**src/rtl/trap_seq_pkg.sv**
```systemverilog
package trap_seq_pkg;

  localparam int ST_W        = 32;
  localparam int ST_TEN      = 0;   // traps enabled
  localparam int ST_FPEN     = 1;
  localparam int ST_VECEN    = 2;
  localparam int ST_CMPEN    = 3;
  localparam int ST_PSUP     = 4;   // supervisor before the last trap
  localparam int ST_SUP      = 5;   // supervisor now
  localparam int ST_UWIDE    = 6;
  localparam int ST_SWIDE    = 7;
  localparam int ST_VMEN     = 8;
  localparam int ST_MASK_LSB = 16;  // interrupt mask field base

  localparam int CODE_W = 5;
  localparam logic [CODE_W-1:0] CODE_ILLEGAL = 5'd2;
  localparam logic [CODE_W-1:0] CODE_PRIV    = 5'd3;

  typedef enum logic [1:0] {
    EV_NONE   = 2'd0,
    EV_TRAP   = 2'd1,
    EV_RETURN = 2'd2
  } ev_kind_e;

  function automatic logic [ST_W-1:0] legal_mask(input int nirq, input bit fp,
                                                 input bit vec, input bit cmp,
                                                 input bit wide);
    logic [ST_W-1:0] m;
    m           = '0;
    m[ST_TEN]   = 1'b1;
    m[ST_PSUP]  = 1'b1;
    m[ST_SUP]   = 1'b1;
    m[ST_VMEN]  = 1'b1;
    m[ST_FPEN]  = fp;
    m[ST_VECEN] = vec;
    m[ST_CMPEN] = cmp;
    m[ST_UWIDE] = wide;
    m[ST_SWIDE] = wide;
    for (int i = 0; i < nirq; i++) m[ST_MASK_LSB+i] = 1'b1;
    return m;
  endfunction

  function automatic logic [ST_W-1:0] reset_raw(input int nirq);
    logic [ST_W-1:0] r;
    r           = '0;
    r[ST_TEN]   = 1'b1;
    r[ST_SUP]   = 1'b1;
    r[ST_SWIDE] = 1'b1;
    for (int i = 0; i < nirq; i++) r[ST_MASK_LSB+i] = 1'b1;
    return r;
  endfunction

endpackage

```
**src/rtl/trap_irq_pick.sv**
```systemverilog
module trap_irq_pick #(
  parameter int NIRQ  = 8,
  parameter int IDX_W = (NIRQ > 1) ? $clog2(NIRQ) : 1
) (
  input  logic             clk,
  input  logic             rst_n,
  input  logic             enable,
  input  logic [NIRQ-1:0]  pending,
  input  logic [NIRQ-1:0]  mask,
  output logic             req,
  output logic [IDX_W-1:0] idx
);
  logic [NIRQ-1:0] active;
  logic [NIRQ:0]   below;
  logic [NIRQ-1:0] grant;

  assign active   = pending & mask & {NIRQ{enable}};
  assign below[0] = 1'b0;

  for (genvar g = 0; g < NIRQ; g++) begin : g_chain
    assign grant[g]   = active[g] & ~below[g];
    assign below[g+1] = below[g] | active[g];
  end

  assign req = below[NIRQ];

  always_comb begin
    idx = '0;
    for (int i = 0; i < NIRQ; i++)
      if (grant[i]) idx = idx | IDX_W'(i);
  end

  AST_ONE_WINNER: assert property (@(posedge clk) disable iff (!rst_n)
    $onehot0(grant));
  AST_WINNER_IS_LOWEST: assert property (@(posedge clk) disable iff (!rst_n)
    req |-> ((active & ((NIRQ'(1) << idx) - NIRQ'(1))) == '0));
endmodule

```
**src/rtl/trap_decide.sv**
```systemverilog
module trap_decide
  import trap_seq_pkg::*;
#(
  parameter int XLEN  = 32,
  parameter int IDX_W = 3
) (
  input  logic              exc_valid,
  input  logic [CODE_W-1:0] exc_code,
  input  logic              ret_req,
  input  logic              sup,
  input  logic              ten,
  input  logic              irq_req,
  input  logic [IDX_W-1:0]  irq_idx,
  output ev_kind_e          kind,
  output logic [XLEN-1:0]   cause_nxt
);
  always_comb begin
    kind      = EV_NONE;
    cause_nxt = '0;
    if (exc_valid) begin
      kind      = EV_TRAP;
      cause_nxt = XLEN'(exc_code);
    end else if (ret_req) begin
      if (!sup) begin
        kind      = EV_TRAP;
        cause_nxt = XLEN'(CODE_PRIV);
      end else if (ten) begin
        kind      = EV_TRAP;
        cause_nxt = XLEN'(CODE_ILLEGAL);
      end else begin
        kind      = EV_RETURN;
      end
    end else if (irq_req) begin
      kind                   = EV_TRAP;
      cause_nxt[XLEN-1]      = 1'b1;
      cause_nxt[IDX_W-1:0]   = irq_idx;
    end
  end
endmodule

```
**src/rtl/trap_status_reg.sv**
```systemverilog
module trap_status_reg
  import trap_seq_pkg::*;
#(
  parameter int NIRQ     = 8,
  parameter bit HAS_FP   = 1'b0,
  parameter bit HAS_VEC  = 1'b0,
  parameter bit HAS_CMP  = 1'b0,
  parameter bit HAS_WIDE = 1'b0
) (
  input  logic            clk,
  input  logic            rst_n,
  input  ev_kind_e        kind,
  input  logic            wr_en,
  input  logic [ST_W-1:0] wr_data,
  output logic [ST_W-1:0] status
);
  localparam logic [ST_W-1:0] LEGAL = legal_mask(NIRQ, HAS_FP, HAS_VEC, HAS_CMP, HAS_WIDE);
  localparam logic [ST_W-1:0] RST   = reset_raw(NIRQ) & LEGAL;

  logic [ST_W-1:0] nxt;

  always_comb begin
    nxt = status;
    unique case (kind)
      EV_TRAP: begin
        nxt[ST_TEN]  = 1'b0;
        nxt[ST_PSUP] = status[ST_SUP];
        nxt[ST_SUP]  = 1'b1;
      end
      EV_RETURN: begin
        nxt[ST_TEN] = 1'b1;
        if (!status[ST_PSUP]) nxt[ST_SUP] = 1'b0;
      end
      default: if (wr_en) nxt = wr_data & LEGAL;
    endcase
  end

  always_ff @(posedge clk or negedge rst_n)
    if (!rst_n) status <= RST;
    else        status <= nxt;

  AST_ENTRY_STATUS: assert property (@(posedge clk) disable iff (!rst_n)
    kind == EV_TRAP |=> !status[ST_TEN] && status[ST_SUP]
                        && (status[ST_PSUP] == $past(status[ST_SUP])));
  AST_RETURN_STATUS: assert property (@(posedge clk) disable iff (!rst_n)
    kind == EV_RETURN |=> status[ST_TEN]
                          && (status[ST_SUP] == $past(status[ST_PSUP])));
  AST_WRITE_FILTER: assert property (@(posedge clk) disable iff (!rst_n)
    (wr_en && kind == EV_NONE) |=> status == ($past(wr_data) & LEGAL));
  AST_NO_ILLEGAL_BITS: assert property (@(posedge clk) disable iff (!rst_n)
    (status & ~LEGAL) == '0);
endmodule

```
**src/rtl/trap_sequencer.sv**
```systemverilog
module trap_sequencer
  import trap_seq_pkg::*;
#(
  parameter int XLEN     = 32,
  parameter int NIRQ     = 8,
  parameter bit HAS_FP   = 1'b1,
  parameter bit HAS_VEC  = 1'b0,
  parameter bit HAS_CMP  = 1'b0,
  parameter bit HAS_WIDE = 1'b0
) (
  input  logic              clk,
  input  logic              rst_n,
  input  logic              exc_valid,
  input  logic [4:0]        exc_code,
  input  logic              ret_req,
  input  logic [NIRQ-1:0]   irq_pending,
  input  logic              sts_wr_en,
  input  logic [31:0]       sts_wr_data,
  input  logic [XLEN-1:0]   pc_in,
  input  logic [XLEN-1:0]   evec_in,
  output logic              redirect_valid,
  output logic [XLEN-1:0]   redirect_pc,
  output logic              trap_taken,
  output logic [31:0]       status_q,
  output logic [XLEN-1:0]   epc_q,
  output logic [XLEN-1:0]   cause_q
);
  localparam int IDX_W = (NIRQ > 1) ? $clog2(NIRQ) : 1;

  logic             irq_req;
  logic [IDX_W-1:0] irq_idx;
  ev_kind_e         kind;
  logic [XLEN-1:0]  cause_nxt;

  trap_irq_pick #(.NIRQ(NIRQ), .IDX_W(IDX_W)) u_pick (
    .clk     (clk),
    .rst_n   (rst_n),
    .enable  (status_q[ST_TEN]),
    .pending (irq_pending),
    .mask    (status_q[ST_MASK_LSB +: NIRQ]),
    .req     (irq_req),
    .idx     (irq_idx)
  );

  trap_decide #(.XLEN(XLEN), .IDX_W(IDX_W)) u_decide (
    .exc_valid (exc_valid),
    .exc_code  (exc_code),
    .ret_req   (ret_req),
    .sup       (status_q[ST_SUP]),
    .ten       (status_q[ST_TEN]),
    .irq_req   (irq_req),
    .irq_idx   (irq_idx),
    .kind      (kind),
    .cause_nxt (cause_nxt)
  );

  trap_status_reg #(
    .NIRQ(NIRQ), .HAS_FP(HAS_FP), .HAS_VEC(HAS_VEC),
    .HAS_CMP(HAS_CMP), .HAS_WIDE(HAS_WIDE)
  ) u_status (
    .clk     (clk),
    .rst_n   (rst_n),
    .kind    (kind),
    .wr_en   (sts_wr_en),
    .wr_data (sts_wr_data),
    .status  (status_q)
  );

  assign trap_taken     = (kind == EV_TRAP);
  assign redirect_valid = (kind != EV_NONE);
  assign redirect_pc    = trap_taken ? evec_in : epc_q;

  always_ff @(posedge clk or negedge rst_n)
    if (!rst_n) begin
      epc_q   <= '0;
      cause_q <= '0;
    end else if (trap_taken) begin
      epc_q   <= pc_in;
      cause_q <= cause_nxt;
    end

  AST_EPC_CAPTURE: assert property (@(posedge clk) disable iff (!rst_n)
    trap_taken |=> epc_q == $past(pc_in));
  AST_NO_IRQ_WHEN_OFF: assert property (@(posedge clk) disable iff (!rst_n)
    (!status_q[ST_TEN] && !exc_valid && !ret_req) |-> !redirect_valid);
  AST_IRQ_CAUSE_TOP: assert property (@(posedge clk) disable iff (!rst_n)
    (trap_taken && !exc_valid && !ret_req) |=> cause_q[XLEN-1]);
  AST_EXC_FIRST: assert property (@(posedge clk) disable iff (!rst_n)
    exc_valid |-> trap_taken && (redirect_pc == evec_in));
  AST_RET_TARGET: assert property (@(posedge clk) disable iff (!rst_n)
    (redirect_valid && !trap_taken) |=> $stable(epc_q) && $stable(cause_q));
  AST_IDLE_HOLD: assert property (@(posedge clk) disable iff (!rst_n)
    (!redirect_valid && !sts_wr_en) |=>
      $stable(status_q) && $stable(epc_q) && $stable(cause_q));
endmodule

```
**config.mk**
```make
export PLATFORM = sky130hd
export DESIGN_NAME = trap_sequencer
export DESIGN_NICKNAME = d
export VERILOG_FILES = /design/src/rtl/trap_seq_pkg.sv /design/src/rtl/trap_irq_pick.sv /design/src/rtl/trap_decide.sv /design/src/rtl/trap_status_reg.sv /design/src/rtl/trap_sequencer.sv
export SDC_FILE = /design/constraint.sdc
export NUM_CORES = 1
export LEC_CHECK = 0
export ABC_AREA = 0
export BUFFER_PORTS_ARGS = -buffer_cell sky130_fd_sc_hd__buf_2
export CORE_AREA = 2 2 95 97
export CTS_BUF_LIST = sky130_fd_sc_hd__clkbuf_8
export DETAILED_ROUTE_END_ITERATION = 6
export DIE_AREA = 0 0 97 99
export PLACE_DENSITY = 0.73
export SLEW_MARGIN = 20
export SYNTH_ARGS = -nofsm -noshare
export SYNTH_HDL_FRONTEND = slang
export SYNTH_SLANG_ARGS = --single-unit
```
**constraint.sdc**
```tcl
create_clock -name clk -period 2.6 [get_ports clk]
set_input_delay 0 -clock clk [delete_from_list [all_inputs] [get_ports clk]]
set_output_delay 0 -clock clk [all_outputs]
set_load 0.01 [all_outputs]
```
# --- Word-level counts from Yosys, hierarchy flattened ---
# Index checks and enable logic that the tools add are counted.
op_classes:
  muxes: 26
  n_reduce_logical: 7
  bitwise: 25
  eq_ne: 3
ops:
  columns: ["cell", "n"]
  rows:
  - ["32-bit two-way mux", 3]
  - ["28-bit two-way mux", 1]
  - ["3-bit two-way mux", 6]
  - ["8-bit bitwise AND", 2]
  - ["2-bit two-way mux", 7]
  - ["1-bit NOT", 9]
  - ["1-bit bitwise AND", 7]
  - ["1-bit bitwise OR", 7]
  - ["6-bit two-way mux", 1]
  - ["1-bit one-hot mux with 2 select lines", 3]
  - ["2-bit AND reduction", 3]
  - ["1-bit two-way mux", 5]
  - ["2-bit nonzero test", 2]
  - ["3-bit nonzero test", 1]
  - ["2-bit by 1-bit equality test with 1-bit output (second input constant)", 1]
  - ["2-bit equality test (second input constant)", 1]
  - ["2-bit inequality test (second input constant)", 1]
  - ["2-bit OR reduction", 1]
totals:
  elab_cells: 67
  input_bits: 114
  reg_bits: 77
  out_inout_bits: 130

# --- Logic depth before layout (Yosys ltp) ---
logic_depth:
  word_depth: 16
  ltp_mapped: 10
  mapped_depth_nobuf: 9

# --- Modules after synthesis ---
# Synthesis repeated with hierarchy kept, for this count alone.
hier_totals:
  cells_unflattened: 302
  hier_area_um2: 4115.2
modules_own_cells:
  columns: ["mod", "cells_each", "n_inst", "area_per_inst_um2", "seq_area_each_um2"]
  rows:
  - ["trap_sequencer", 173, 1, 2897.8, 1601.5]
  - ["trap_status_reg", 64, 1, 747.0, 337.8]
  - ["trap_decide", 43, 1, 322.8, 0.0]
  - ["trap_irq_pick", 22, 1, 147.6, 0.0]

# --- Least setup slack after synthesis ---
# Ideal clock, no wire load.
synth_path:
  path_type: "reg2reg"
  start: "register u_status.status[18]"
  end: "register u_status.status[8]"
  setup_time_ns: 0.125
  period_less_slack_ns: 2.331
  n_path_buf: 1
  path_stages_with_launch: 8
  arrival_time_ns: 2.206
  path_slack_ns: 0.269
  t_required_ns: 2.475
  cell_sequence: "dfstp_2 a22o_4 o41ai_4 and2_2 ha_1 nor2b_1 buf_2 mux2_2"
synth_between:
  elab_chain_len: 15
  word_cells_on_any_way: 16
  classes_between: "2 x eq/ne; 3 x mux; 9 x bitwise; 2 x reduce/logical"
synth_lines:
  columns: ["item", "line_no", "source"]
  rows:
  - ["start: declaration", "trap_status_reg.sv:15", "output logic [ST_W-1:0] status"]
  - ["start signal: assignment", "trap_status_reg.sv:40", "else status <= nxt;"]
  - ["8-bit bitwise AND (*) (2 in a row)", "trap_irq_pick.sv:17", "assign active = pending & mask & {NIRQ{enable}};"]
  - ["1-bit bitwise OR (*) (6 in a row)", "trap_irq_pick.sv:22", "assign below[g+1] = below[g] | active[g];"]
  - ["1-bit two-way mux (*)", "trap_decide.sv:33", "end else if (irq_req) begin"]
  - ["2-bit two-way mux (*)", "trap_decide.sv:23", "end else if (ret_req) begin"]
  - ["2-bit two-way mux (*)", "trap_decide.sv:20", "if (exc_valid) begin"]
  - ["2-bit by 1-bit equality test with 1-bit output / 2-bit equality test (equally long branches)", "trap_status_reg.sv:24", "unique case (kind)"]
  - ["2-bit OR reduction (no line) (*)", null, null]
  - ["1-bit NOT (no line) (*)", null, null]
  - ["2-bit AND reduction (no line) (*)", null, null]
# Every way passes the cells marked *; elsewhere a longest branch is shown, timed or not.
# A chain may end at the register's enable or synchronous reset.

# --- Worst setup path after layout ---
layout_path:
  start: "register u_status.status[18]"
  end: "output port redirect_pc[16]"
layout_between:
  elab_chain_len: 13
layout_lines:
  columns: ["item", "line_no", "source"]
  rows:
  - ["8-bit bitwise AND (2 in a row)", "trap_irq_pick.sv:17", null]
  - ["1-bit bitwise OR (6 in a row)", "trap_irq_pick.sv:22", null]
  - ["1-bit two-way mux", "trap_decide.sv:33", null]
  - ["2-bit two-way mux", "trap_decide.sv:23", null]
  - ["2-bit two-way mux", "trap_decide.sv:20", null]
  - ["2-bit by 1-bit equality test with 1-bit output", "trap_sequencer.sv:69", "assign trap_taken = (kind == EV_TRAP);"]
  - ["32-bit two-way mux", "trap_sequencer.sv:71", "assign redirect_pc = trap_taken ? evec_in : epc_q;"]
  - ["end: declaration", "trap_sequencer.sv:22", "output logic [XLEN-1:0] redirect_pc,"]
# No other way between the ends.

==> results by group <==
Run status
  – Run status: completed

Yosys
  – Yosys warnings: 0
  – Top post-synthesis cells by area: dfrtp_1, nand2_1, buf_4
  – Post-synthesis mux area share: 4.329%
  – Post-Synth Adder-Cell Area: 1.273%
  – Syn Inst Count: 351
  – Share of the synthesized area in the top cell type: 34.80%
  – Largest family of logic cells by synthesized area: simple AND/OR/NAND/NOR gates
  – Post-Synth XOR/XNOR Area: 0%
  – Seq cells post-synth: 51
  – Distinct cells, synth: 38
  – Mean Syn Cell Area: 8.398 sq um
  – Area leader, netlist: dfrtp_1
  – Post-synthesis compound-gate area fraction: 7.301%
  – Mapped cell area: 2948 sq um
  – Synth Area in Simple Gates: 27.93%
  – Sequential area share after synthesis: between 40 and 50%

Worst setup path
  – CP max stage delay: 0.40 ns
  – CP cell instances: a22o_4 > o41ai_4 > and2_4 > inv_1 > ha_4 > buf_6 > nand2b_1 > nand2_1 > buf_2
  – Worst Setup SP: u_status.status[18]$_DFFE_PN1P_
  – Worst path required time: about 2.6 ns
  – Startpoint Class: flop
  – WP data arrival: 2.47 ns
  – Top cell family by delay on the critical path: compound AO/OA/AOI/OAI gates
  – Maximum fanout along the worst path: between 50 and 60
  – Worst r2r src: u_status.status[18]$_DFFE_PN1P_
  – WP buf/inv: 3
  – CP max stage cell: dfstp_2
  – CP Capture Type: output pin
  – CP Class: reg -> out

Timing
  – Slew HR: 59.69%
  – Setup ws final: 0.1288 ns
  – RSZ-0062 raised after global routing: yes
  – F_max: 0.4047 GHz
  – Slew Limit Fails: 0
  – Worst slew pin tran: 0.6046 ns
  – Crit share post-route: between 90% and 100%
  – Final Hold Vio Count: 0
  – Final critical delay including setup and external delays: between 2 and 2.5 ns
  – Final Setup Violations: 0
  – Clock skew: 0.007450 ns

Min path
  – Worst Hold Class: in -> reg
  – Hold path start: sts_wr_data[4]

Clock tree
  – Clock Path Buffers: 2
  – Clk_lat worst skew: 0.30 ns
  – Clock tree sinks: 51
  – Clock-pin transition on the worst setup and hold timing paths: about 0.09 ns
  – Root Driver: clkbuf_8
  – H-tree levels: 2
  – CTS tree: done
  – Num CTS Buffers: 5

Power
  – Pwr Density: 828.7 nW/um^2
  – Leak Pwr: 2.518 nW
  – Overall power: 0.003631 W
  – Max VDD drop: 322.2 uV

Detailed routing
  – Via count: 2989
  – Overall routed net length: 8.252 mm
  – DRC: 0
  – Routed wl met3: 582 um
  – Vias per Instance: around 4.4
  – DR top layer: met4
  – First-pass iteration count of the detailed router: 4
  – WL/cell: ~12 um
  – Metal2 WL: 4.389 mm
  – Drt first-iter violations: 58
  – Met1 WL: 3.147 mm
  – Final ANT Viol Nets: 0

Floorplanning
  – Site Rows: 34
  – Die width: 97 um
  – Core area: 8551 sq um
  – Initial Utilization: 34.47%
  – Die area: 9603 sq um
  – # IOs: 244
  – Die Height: 99 um

Layout
  – ANT cells: 0
  – Final std cells w/o fill: about 700
  – Share of cells above drive strength 1: 38.26%
  – Area grow syn2layout: 48.64%
  – Post-route cell area: 4382 sq um
  – Filler cells: 785
  – Final Util: 51.24%
  – Fin nets: 691

Global routing
  – Vias in the first global route: ~3000
  – First-pass GRT wire length: 13.38 mm
  – Largest net degree at the start of global routing: 58
  – Antenna violations before repair: 0
  – Tot GR Track Use: 16.74%
  – Grt ovf: 0

Job
  – Max cap viols: 0

Place
  – Dpl cells: 625
  – Number of port buffers: 179
  – Final GP Congestion: 0.7928
  – Detailed placement HPWL: 5.779 mm
  – Pre-CTS worst setup slack: 0.2283 ns
  – Placed inst area: 3765 sq um
path summary, 6_finish.rpt:
| kind | cells past startpoint | end | slack [ns] |
|---|---|---|---|
| worst max-delay path | 9 | redirect_pc[16] | 0.13 |
| worst max register to register | 7 | u_status.status[8]$_DFFE_PN0P_ | 0.27 |
| worst min register to register | 2 | epc_q[25]$_DFFE_PN0P_ | 0.50 |
| min in group asynchronous | 2 | cause_q[0]$_DFFE_PN0P_ | 0.25 |
| max in group asynchronous | 3 | u_status.status[22]$_DFFE_PN1P_ | 1.73 |
| worst min-delay path | 3 | u_status.status[4]$_DFFE_PN0P_ | 0.02 |
where the power goes:
part	internal [W]	switching, W	total, W	leakage (nW)
Clock	0.000240	0.000253	0.000493	0.0557
Sequential	0.00114	0.000208	0.00135	0.603
Combinational	0.000797	0.000991	0.00179	1.86
Total	0.00218	0.00145	0.00363	2.52
kinds of logic after synthesis:
logic type      count (synthesis)
simple gates                  188
buf+inv                        69
flops                          51
compound gates                 28
mux                            11
fa+ha+maj                       3
other cells                     1
through the flow:
stage,TNS [ns],hold WS [ns]
finish,0,0.01953
global route,-0.007982,0.03058
global placement,0,0.2021
detailed placement,0,0.2085
CTS,0,0.006922
floorplan,0,-0.2956
state kept, by name, indices dropped and copies added, names as in the netlist:
name	cells
u_status.status	13
epc_q	32
cause_q	6
cell type report:
type	count	area (sq um)	share of cell area, %
clock buffer	7	96.34	2.199
clock inverter	1	3.754	0.08567
timing repair buffer	233	1434	32.72
sequential	51	1289	29.41
inverter	8	30.03	0.6853
tap	108	135.1	3.084
multi-input combinational	275	1394	31.81
metal layers:
layer  global-route usage, %  vias to the layer above
met4                   4.767                        0
met3                   3.688                       14
met5                       0                        -
met2                   31.73                      141
met1                   18.83                     1370
li1                        -                     1464
tightest hold or removal path, delay by kind of cell:
kind | cells | cell delay [ns]
AO/OA/AOI/OAI | 2 | 0.21
buffers and inverters | 1 | 0.08
placed cells by master (no fill, tap or decap), drive strengths merged, types with 4 or more instances in the layout:
cell	count
dfstp	10
nand2	137
o21ai	8
inv	9
clkbuf	7
a22o	5
dfrtp	41
dlygate4sd3	49
nand2b	35
buf	184
conb	45
a21oi	5
nor2	4
mux2	11
cells in the mapped netlist:
library cell and number:
a21oi_1 5, a22o_1 3, a22o_2 1, a22o_4 1, a22oi_1 1, a311o_1 1, a31oi_1 3, a41o_1 1
and2_2 1, and2b_1 1, and3_1 1, buf_2 1, buf_4 47, buf_6 2, clkbuf_1 11, conb_1 1
dfrtp_1 41, dfstp_2 10, ha_1 3, inv_1 8, mux2_2 10, mux2_4 1, nand2_1 137, nand2b_1 35
nand3_1 3, nand4_1 1, nor2_1 3, nor2_2 1, nor2b_1 2, nor3_1 1, nor4_1 1, o211ai_1 1
o21ai_0 7, o21ai_1 1, o22ai_1 1, o31a_1 1, o41ai_4 1, or2_2 1
repair_timing:
| action | in CTS | in global routing |
|---|---|---|
| resized for setup | 2 | 2 |
| setup buffers | 0 | 1 |
| hold buffers | 49 | 0 |
| cloned | 0 | 0 |
| setup endpoints to repair | 2 | 30 |
| pin swaps | 0 | 1 |
| hold endpoints to repair | 88 | 0 |
No activity file was read; power rests on OpenSTA's default activity.
